==> config.mk <==
export PLATFORM = sky130hd
export DESIGN_NAME = ao_hostreg
export DESIGN_NICKNAME = d
export VERILOG_FILES = /design/src/rtl/ao_hostreg_pkg.sv /design/src/rtl/ao_hostreg_decode.sv /design/src/rtl/ao_hostreg_cfgreg.sv /design/src/rtl/ao_hostreg_flags.sv /design/src/rtl/ao_hostreg_strobe.sv /design/src/rtl/ao_hostreg.sv
export SDC_FILE = /design/constraint.sdc
export NUM_CORES = 1
export LEC_CHECK = 0
export ABC_AREA = 0
export BUFFER_PORTS_ARGS = -buffer_cell sky130_fd_sc_hd__buf_4
export CAP_MARGIN = 20
export CELL_PAD_IN_SITES_DETAIL_PLACEMENT = 1
export CELL_PAD_IN_SITES_GLOBAL_PLACEMENT = 2
export CORE_ASPECT_RATIO = 0.75
export CORE_MARGIN = 3
export CORE_UTILIZATION = 33
export DETAILED_ROUTE_END_ITERATION = 10
export PLACE_DENSITY = 0.86
export SLEW_MARGIN = 20
export SYNTH_ARGS = -nofsm -noshare
export SYNTH_HDL_FRONTEND = slang
export SYNTH_SLANG_ARGS = --single-unit
==> constraint.sdc <==
create_clock -name clk -period 3 [get_ports clk]
set_input_delay 0.45 -clock clk [delete_from_list [all_inputs] [get_ports clk]]
set_output_delay 0.45 -clock clk [all_outputs]
set_load 0.02 [all_outputs]
==> src/rtl/ao_hostreg_pkg.sv <==
package ao_hostreg_pkg;

   // word indices (byte offset / 2)
   localparam int WI_LOW0 = 0;   // bank 2: clear terminal-count flag
   localparam int WI_LOW1 = 1;   // bank 0: config 2 / bank 2: clear int 1
   localparam int WI_LOW2 = 2;   // bank 0: config 3 / bank 2: clear int 2
   localparam int WI_CFG1 = 5;   // write config 1, read status
   localparam int WI_PORT = 6;   // queue port / channel 0, channel n at +n

   localparam int NUM_FLAGS = 3;
   localparam int FLG_TC    = 0;
   localparam int FLG_INT1  = 1;
   localparam int FLG_INT2  = 2;

   localparam int BANK_BIT  = 7;

   localparam logic [15:0] CFG1_KEEP = 16'hF9FF;
   localparam logic [15:0] CFG2_KEEP = 16'hFFFF;
   localparam logic [15:0] CFG3_KEEP = 16'h004F;

   typedef struct packed {
      logic                 cfg1_we;
      logic                 cfg2_we;
      logic                 cfg3_we;
      logic [NUM_FLAGS-1:0] clr;
      logic                 fifo_we;
      logic                 fifo_clr;
      logic                 dac_we;
   } dec_t;

endpackage

==> src/rtl/ao_hostreg_decode.sv <==
module ao_hostreg_decode
   import ao_hostreg_pkg::*;
#(
   parameter int ADDR_W = 4,
   parameter int NUM_CH = 10,
   parameter int CH_W   = 4
) (
   input  logic              bus_wr,
   input  logic              bus_rd,
   input  logic [ADDR_W-1:0] bus_addr,
   input  logic              bank,
   output dec_t              dec,
   output logic [CH_W-1:0]   ch
);

   localparam int LAST_IDX = WI_PORT + NUM_CH - 1;

   logic [NUM_FLAGS-1:0] clr_hit;

   // bank 2 clear map: low word k clears flag k
   for (genvar f = 0; f < NUM_FLAGS; f++) begin : g_clr
      assign clr_hit[f] = bus_wr && bank && (int'(bus_addr) == f);
   end

   always_comb begin
      int idx;
      int rel;
      idx = int'(bus_addr);
      rel = idx - WI_PORT;
      dec = '0;
      ch  = '0;
      dec.clr = clr_hit;
      if (bus_wr) begin
         dec.cfg1_we = (idx == WI_CFG1);
         dec.cfg2_we = (idx == WI_LOW1) && !bank;
         dec.cfg3_we = (idx == WI_LOW2) && !bank;
         if (idx >= WI_PORT && idx <= LAST_IDX) begin
            if (rel == 0 && !bank) begin
               dec.fifo_we = 1'b1;
            end else begin
               dec.dac_we = 1'b1;
               ch         = CH_W'(rel);
            end
         end
      end
      if (bus_rd && idx == WI_PORT) begin
         dec.fifo_clr = 1'b1;
      end
   end

endmodule

==> src/rtl/ao_hostreg_cfgreg.sv <==
module ao_hostreg_cfgreg #(
   parameter int           W    = 16,
   parameter logic [W-1:0] KEEP = '1
) (
   input  logic         clk,
   input  logic         rst_n,
   input  logic         we,
   input  logic [W-1:0] d,
   output logic [W-1:0] q
);

   always_ff @(posedge clk or negedge rst_n) begin
      if (!rst_n) begin
         q <= '0;
      end else if (we) begin
         q <= d & KEEP;
      end
   end

endmodule

==> src/rtl/ao_hostreg_flags.sv <==
module ao_hostreg_flags #(
   parameter int N = 3
) (
   input  logic         clk,
   input  logic         rst_n,
   input  logic [N-1:0] set,
   input  logic [N-1:0] clr,
   output logic [N-1:0] q
);

   for (genvar i = 0; i < N; i++) begin : g_flag
      always_ff @(posedge clk or negedge rst_n) begin
         if (!rst_n) begin
            q[i] <= 1'b0;
         end else if (set[i]) begin
            q[i] <= 1'b1;
         end else if (clr[i]) begin
            q[i] <= 1'b0;
         end
      end
   end

endmodule

==> src/rtl/ao_hostreg_strobe.sv <==
module ao_hostreg_strobe #(
   parameter int DATA_W = 16,
   parameter int DAC_W  = 12,
   parameter int CH_W   = 4
) (
   input  logic              clk,
   input  logic              rst_n,
   input  logic              fifo_we,
   input  logic              fifo_clr_in,
   input  logic              dac_we,
   input  logic [CH_W-1:0]   ch_in,
   input  logic [DATA_W-1:0] wdata,
   output logic              fifo_wr,
   output logic [DATA_W-1:0] fifo_wdata,
   output logic              fifo_clr,
   output logic              dac_wr,
   output logic [CH_W-1:0]   dac_ch,
   output logic [DAC_W-1:0]  dac_data
);

   always_ff @(posedge clk or negedge rst_n) begin
      if (!rst_n) begin
         fifo_wr  <= 1'b0;
         fifo_clr <= 1'b0;
         dac_wr   <= 1'b0;
      end else begin
         fifo_wr  <= fifo_we;
         fifo_clr <= fifo_clr_in;
         dac_wr   <= dac_we;
      end
   end

   always_ff @(posedge clk or negedge rst_n) begin
      if (!rst_n) begin
         fifo_wdata <= '0;
      end else if (fifo_we) begin
         fifo_wdata <= wdata;
      end
   end

   always_ff @(posedge clk or negedge rst_n) begin
      if (!rst_n) begin
         dac_ch   <= '0;
         dac_data <= '0;
      end else if (dac_we) begin
         dac_ch   <= ch_in;
         dac_data <= wdata[DAC_W-1:0];
      end
   end

endmodule

==> src/rtl/ao_hostreg.sv <==
module ao_hostreg
   import ao_hostreg_pkg::*;
#(
   parameter int DATA_W = 16,
   parameter int ADDR_W = 4,
   parameter int NUM_CH = 10,
   parameter int DAC_W  = 12,
   parameter int CH_W   = (NUM_CH > 1) ? $clog2(NUM_CH) : 1
) (
   input  logic              clk,
   input  logic              rst_n,
   input  logic              bus_wr,
   input  logic              bus_rd,
   input  logic [ADDR_W-1:0] bus_addr,
   input  logic [DATA_W-1:0] bus_wdata,
   output logic [DATA_W-1:0] bus_rdata,
   input  logic              ev_tc,
   input  logic              ev_int1,
   input  logic              ev_int2,
   input  logic              fifo_half,
   input  logic              fifo_empty,
   input  logic              fifo_full,
   input  logic              prom_dout,
   output logic [DATA_W-1:0] cfg1_q,
   output logic [DATA_W-1:0] cfg2_q,
   output logic [DATA_W-1:0] cfg3_q,
   output logic              fifo_wr,
   output logic [DATA_W-1:0] fifo_wdata,
   output logic              fifo_clr,
   output logic              dac_wr,
   output logic [CH_W-1:0]   dac_ch,
   output logic [DAC_W-1:0]  dac_data
);

   // elaboration-time parameter checks
   if (DATA_W != 16) begin : g_bad_data_w
      $error("ao_hostreg: DATA_W must be 16");
   end
   if (NUM_CH < 1 || WI_PORT + NUM_CH > (1 << ADDR_W)) begin : g_bad_num_ch
      $error("ao_hostreg: NUM_CH does not fit the address space");
   end
   if (DAC_W < 1 || DAC_W > DATA_W) begin : g_bad_dac_w
      $error("ao_hostreg: DAC_W out of range");
   end
   if ((1 << CH_W) < NUM_CH) begin : g_bad_ch_w
      $error("ao_hostreg: CH_W too narrow");
   end

   dec_t                 dec;
   logic [CH_W-1:0]      dec_ch;
   logic [NUM_FLAGS-1:0] flag_q;
   logic [NUM_FLAGS-1:0] flag_set;
   logic [DATA_W-1:0]    status;

   ao_hostreg_decode #(
      .ADDR_W (ADDR_W),
      .NUM_CH (NUM_CH),
      .CH_W   (CH_W)
   ) u_decode (
      .bus_wr   (bus_wr),
      .bus_rd   (bus_rd),
      .bus_addr (bus_addr),
      .bank     (cfg1_q[BANK_BIT]),
      .dec      (dec),
      .ch       (dec_ch)
   );

   ao_hostreg_cfgreg #(.W(DATA_W), .KEEP(CFG1_KEEP)) u_cfg1 (
      .clk (clk), .rst_n (rst_n), .we (dec.cfg1_we), .d (bus_wdata), .q (cfg1_q)
   );
   ao_hostreg_cfgreg #(.W(DATA_W), .KEEP(CFG2_KEEP)) u_cfg2 (
      .clk (clk), .rst_n (rst_n), .we (dec.cfg2_we), .d (bus_wdata), .q (cfg2_q)
   );
   ao_hostreg_cfgreg #(.W(DATA_W), .KEEP(CFG3_KEEP)) u_cfg3 (
      .clk (clk), .rst_n (rst_n), .we (dec.cfg3_we), .d (bus_wdata), .q (cfg3_q)
   );

   assign flag_set[FLG_TC]   = ev_tc;
   assign flag_set[FLG_INT1] = ev_int1;
   assign flag_set[FLG_INT2] = ev_int2;

   ao_hostreg_flags #(.N(NUM_FLAGS)) u_flags (
      .clk   (clk),
      .rst_n (rst_n),
      .set   (flag_set),
      .clr   (dec.clr),
      .q     (flag_q)
   );

   ao_hostreg_strobe #(
      .DATA_W (DATA_W),
      .DAC_W  (DAC_W),
      .CH_W   (CH_W)
   ) u_strobe (
      .clk         (clk),
      .rst_n       (rst_n),
      .fifo_we     (dec.fifo_we),
      .fifo_clr_in (dec.fifo_clr),
      .dac_we      (dec.dac_we),
      .ch_in       (dec_ch),
      .wdata       (bus_wdata),
      .fifo_wr     (fifo_wr),
      .fifo_wdata  (fifo_wdata),
      .fifo_clr    (fifo_clr),
      .dac_wr      (dac_wr),
      .dac_ch      (dac_ch),
      .dac_data    (dac_data)
   );

   always_comb begin
      status      = '0;
      status[6:0] = {fifo_half, fifo_empty, fifo_full,
                     flag_q[FLG_INT2], flag_q[FLG_INT1], flag_q[FLG_TC], prom_dout};
   end

   assign bus_rdata = (bus_rd && int'(bus_addr) == WI_CFG1) ? status : '0;

endmodule

==> run metrics, run 1 <==
hold_buf cts=0; total length of routed wires=7460 um; RSZ-0062 raised after global routing=no; area leader, netlist=dfrtp_1; sequential fraction of the synthesis area=59.6%; critical path startpoint category=input pin; most common cell after layout, fill and taps aside=buf_4; post-placement cell count=436; number of distinct library cells after synthesis=28; vias in the first global route=approximately 2200; CTS H-tree lvls=3; nets=356; Tightest Pin Transition=a little over 0.9 ns; DRC=0; core region area=8740 um^2; Avg WL per Cell=16.5 um; Final ANT Viol Nets=0; maximum vdd drop=0.347 mV; fraction of layout instances using a drive strength above 1=58.8%; slew margin rel.=39.0%; first-pass GRT wire length=around 12000 um; row count=29; Critical Path End Type=primary output; clock buffer depth=2; maxcap violations=0; Pins Over Slew Limit=0; fin crit period=2.24 ns; most frequent cells in the layout=buf_4, dfrtp_1, mux2_2; # port buffers=107; Primary FF master, synth=dfrtp_1; I/O Pins=130; leakage power=between 2 and 2.5 nW; crit-path most repeated cell=buf_4; Slowest-stage cell, CP=nor3b_1; YS warnings=0; Worst R2R Path Depth=3; CTS root buf=clkbuf_16; Avg Cell Area, Syn=14.6 um^2; Cell Pwr Density=approximately 780 nW/um^2; Max Clock Freq=0.445 GHz; critical path fanouts, max=7; area delta synth->final=37.0%; vias after detailed routing=1951; # diodes=0; Synth top area share=between 50% and 60%; crit path cell chain=buf_4 -> inv_1 -> nand3_1 -> nor3b_1 -> and2_1 -> buf_4; CTS tree=done; width of the die=117 um; Iter 0 DRT Violations=44; final hold viol count=0; CTS resizes=0; skew final=0.00304 ns; CP max stage delay=0.63 ns; top cells by area, synth=dfrtp_1, mux2_2, buf_4, and2_1, o21ai_0; status=completed; CP Class=input pin to primary output; hpwl dp=5450 um; GRT Util Overall=roughly 15%; crit path DAT=1.79 ns; Design Power=roughly 3.3 mW; post-CTS setup buffers=0; Layout Cells excl Fill=between 400 and 500; Post-Synthesis Cell Area=3060 um^2; Post-synth EDFFs=0; 1st-pass router iterations=4; Synth Register Bits=73; Tcrit/Tclk final=between 70% and 80%; pin count of the biggest net entering global routing=74; worst hold path class=input pin to asynchronous set/reset pin; Placer Congestion=0.764; Required @ worst endpoint=about 2.6 ns; CTS Sinks=73; setup TNS=0 ns; Vias/cell=between 4 and 5; Starting Density=35.0%; setup slack, reg-to-reg=1.14 ns; CTS clk-pin slew, worst paths=0.05 ns; die area=~10000 um^2; global route overflow=0; final setup fails=0; Syn Inst Count=210; ys async rst share=100%; initial antenna violation count=0; clk_lat worst skew=0.32 ns; Die Height=89.5 um; clock buffer count from CTS=9
-- metrics by stage --
stage	hold WS (ns)	setup slack (ns)	util (%)	cell area, um^2
floorplan	0.154	1.05	-	3140
global placement	0.450	0.574	44.6	3900
detailed placement	0.460	0.478	44.6	3900
CTS	0.289	0.713	48.0	4200
global route	0.295	0.592	48.0	4200
finish	0.255	0.755	48.0	4200
-- layer usage --
layer  part of all wire (%)  vias up  track usage [%]
li1                       -      902                -
met1                     43      986             18.9
met2                     50       58             24.3
met3                    6.1        5             5.01
met4                   0.91        0             5.00
met5                      0        -                0
-- final cells by class --
class | instances | area, um^2
Sequential cell | 73 | 1830
Clock inverter | 1 | 7.51
Fill cell | 923 | 4550
Multi-Input combinational cell | 126 | 1090
Clock buffer | 15 | 288
Tap cell | 124 | 155
Timing Repair Buffer | 108 | 811
Inverter | 5 | 18.8
-- synth_stat cells (2+ instances only) --
cell type,number
buf_6,2
mux2_2,64
nand2_1,5
buf_4,24
inv_1,5
dfrtp_1,73
nor2_1,2
ha_1,2
a21o_1,3
o21ai_0,6
and2_1,7
-- worst max-delay path, delay by kind of cell --
family / cells / cell delay, ns
buffers and inverters: 3 / 0.37
AND/OR/NAND/NOR: 3 / 0.98
-- cells by family (layout without fill, tap and decap cells) --
| family | Yosys count | after routing | synth area share (%) |
|---|---|---|---|
| AOI/OAI and AO/OA | 11 | 11 | 2.25 |
| adders and majority gates | 2 | 2 | 0.817 |
| buffers and inverters | 32 | 129 | 7.39 |
| DFF | 73 | 73 | 59.6 |
| muxes | 64 | 64 | 23.5 |
| other | 1 | 22 | 0.122 |
| and+or+nand+nor | 27 | 27 | 6.29 |
-- power breakdown --
group,total (mW),leakage [nW],internal (mW),switching [mW]
logic,0.928,1.03,0.437,0.491
registers,1.31,0.890,1.19,0.118
clock network,1.03,0.142,0.651,0.375
total,3.26,2.06,2.28,0.984
-- worst paths after layout --
kind,from,endpoint
worst min-delay path,rst_n,u_cfg3.q[2]$_DFFE_PN0P_
min in group clk,ev_int2,u_flags.q[2]$_DFFE_PN0P_
max in group asynchronous,rst_n,u_cfg2.q[7]$_DFFE_PN0P_
worst max-delay path,bus_addr[3],bus_rdata[0]
worst min register to register,u_flags.q[0]$_DFFE_PN0P_,u_flags.q[0]$_DFFE_PN0P_
worst max register to register,u_cfg1.q[7]$_DFFE_PN0P_,u_cfg2.q[9]$_DFFE_PN0P_
-- state kept, by name, indices dropped and copies added (netlist names) --
signal               cells
u_cfg2.q                16
u_strobe.fifo_wdata     16
u_cfg1.q                14
u_strobe.dac_data       12
u_cfg3.q                 5
u_strobe.dac_ch          4
u_flags.q                3
u_strobe.dac_wr          1
u_strobe.fifo_clr        1
u_strobe.fifo_wr         1
No activity file was read; power rests on OpenSTA's default activity.
==> run 2: changes to the inputs <==
--- a/config.mk
+++ b/config.mk
@@ -12,9 +12,9 @@
 export CELL_PAD_IN_SITES_GLOBAL_PLACEMENT = 2
 export CORE_ASPECT_RATIO = 0.75
 export CORE_MARGIN = 3
-export CORE_UTILIZATION = 33
+export CORE_UTILIZATION = 30
 export DETAILED_ROUTE_END_ITERATION = 10
-export PLACE_DENSITY = 0.86
+export PLACE_DENSITY = 0.79
 export SLEW_MARGIN = 20
 export SYNTH_ARGS = -nofsm -noshare
 export SYNTH_HDL_FRONTEND = slang
==> constraint.sdc (replaced) <==
create_clock -name clk -period 2.2 [get_ports clk]
set_input_delay 0.33 -clock clk [delete_from_list [all_inputs] [get_ports clk]]
set_output_delay 0.33 -clock clk [all_outputs]
set_load 0.02 [all_outputs]
==> run 2 against run 1 <==
  * Via count is 4.0% higher
  * Count of clock-buffer cells in the layout shrank 4
  * Critical path depth is 2 higher
==> run metrics, run 2 (synthesis results as in run 1) <==
Register Area=1830 um^2; largest registers=u_cfg2.q: 16 flops, u_strobe.fifo_wdata: 16 flops, u_cfg1.q: 14 flops; CTS resizes=0; switching power=between 1 and 1.5 mW; pin count of the biggest net entering global routing=43; fin crit period=about 2.0 ns; slew margin rel.=a little under half; Combinational Power Share=between 20% and 30%; critical path startpoint category=input pin; area taken by multi-input logic gates=1090 um^2; clk_lat worst skew=about 0.32 ns; Reg power frac=just under 40%; Pins Over Slew Limit=0; I/O Pins=130; Starting Density=31.2%; post-CTS setup buffers=0; area delta synth->final=40.3%; dpl ws=-0.164 ns; crit path DAT=2.22 ns; core region area=between 9000 and 10000 um^2; Vias/cell=approximately 4.3; Required @ worst endpoint=roughly 2.4 ns; global route overflow=0; initial antenna violation count=0; CP max stage delay=0.64 ns; CTS tree=done; hpwl dp=5650 um; final hold viol count=0; Crit. Startpoint=bus_addr[1]; Avg WL per Cell=16.1 um; Cell Int Power=3.14 mW; # diodes=0; clock buffer count from CTS=9; crit path cell chain=buf_4 -> ha_1 -> inv_1 -> ha_1 -> o21ai_0 -> nor4_4 -> nor2_2 -> mux2_2; # port buffers=107; total length of routed wires=7560 um; Iter 0 DRT Violations=79; Sw Share=30.2%; DRC=0; die area=11500 um^2; clock buffer depth=2; worst hold path class=input pin to register; status=completed; 1st-pass router iterations=4; crit path to=u_strobe.dac_data[10]$_DFFE_PN0P_; fraction of layout instances using a drive strength above 1=roughly three fifths; Die Height=a little over 90 um; CP Class=input pin to register; RSZ-0062 raised after global routing=no; GRT Util Overall=13.2%; CTS H-tree lvls=3; worst r2r src=u_cfg1.q[7]$_DFFE_PN0P_; crit-path most repeated cell=ha_1; Final ANT Viol Nets=0; Cell Pwr Density=1050 nW/um^2; Slowest-stage cell, CP=nor2_2; CTS Sinks=73; RR Endpoint=u_strobe.dac_data[10]$_DFFE_PN0P_; Placer Congestion=0.785; CTS root buf=clkbuf_16; clock power share=31.9%; row count=31; width of the die=123 um; nets=between 300 and 400; final worst slack=0.185 ns; Fillers=1049; skew final=just over 0.006 ns; Worst R2R Path Depth=3; final setup fails=0; Tightest Pin Transition=about 0.82 ns; vias in the first global route=2188; leakage power=2.11 nW; critical path fanouts, max=15; Critical Path End Type=register; hold_buf cts=1; vias after detailed routing=between 2000 and 2500; worst hold start=ev_tc; Max Clock Freq=0.496 GHz; Min-Delay Path Depth=2; setup TNS=0 ns; most common cell after layout, fill and taps aside=buf_4; CTS clk-pin slew, worst paths=approximately 0.06 ns; setup slack, reg-to-reg=0.44 ns; most frequent cells in the layout=buf_4, dfrtp_1, mux2_2; Tcrit/Tclk final=about 90%; first-pass GRT wire length=11600 um; maxcap violations=0; maximum vdd drop=0.596 mV
-- run 2: cell types whose count changed in the layout (fill, tap and decap cells not counted), sizes merged --
cell / change
dlygate4sd3: +1
clkinv: +2
bufinv: +1
buf: +9
clkinvlp: +1
clkbuf: -4
-- run 2: how the worst min path moves through the flow --
stage | endpoint | slack (ns)
floorplan | u_cfg1.q[0]$_DFFE_PN0P_ | 0.03
global placement | u_cfg2.q[0]$_DFFE_PN0P_ | 0.31
detailed placement | u_cfg2.q[0]$_DFFE_PN0P_ | 0.30
CTS | u_flags.q[2]$_DFFE_PN0P_ | 0.17
global route | u_flags.q[1]$_DFFE_PN0P_ | 0.17
finish | u_flags.q[0]$_DFFE_PN0P_ | 0.18
-- run 2: metal layers --
metal | track usage, % | vias to the layer above | wire, um
met5 | 0 | - | 0
met3 | 5.62 | 7 | 605
met2 | 21.4 | 74 | 3700
met4 | 3.91 | 0 | 56
met1 | 15.9 | 1021 | 3200
li1 | - | 928 | -
-- run 2: metrics by stage --
stage	power, mW	utilization, %	hold slack, ns	area, um^2	std cells
final	4.50	43.8	0.181	4300	470
after global routing	4.73	43.8	0.170	4300	470
after CTS	4.58	43.8	0.167	4300	470
after detailed placement	3.11	40.7	0.304	3990	453
after global placement	3.07	40.7	0.313	3990	453
after floorplan	2.49	-	0.0344	3140	231
-- run 2: critical path: cells and delay by family --
family	cells	cell delay, ns
adder cells (fa/ha/maj)	2	0.41
AO/OA/AOI/OAI	1	0.15
multiplexers	1	0.42
AND/OR/NAND/NOR	2	0.74
buffers and inverters	2	0.16
-- run 2: power by group through the flow --
stage	Sequential (mW)	Clock [mW]	Combinational, mW
floorplan	2.12	0	0.362
global placement	1.79	0	1.28
detailed placement	1.81	0	1.30
CTS	1.79	1.48	1.31
global route	1.82	1.55	1.37
finish	1.78	1.43	1.28
-- run 2: layout make-up --
| type | instances | share of cell area [%] |
|---|---|---|
| repair buffers | 118 | 21.0 |
| flip-flops and latches | 73 | 42.5 |
| clock inverters | 5 | 1.28 |
| well taps | 132 | 3.84 |
| multi-input cells | 126 | 25.3 |
| clock buffers | 11 | 5.65 |
| inverters | 5 | 0.437 |
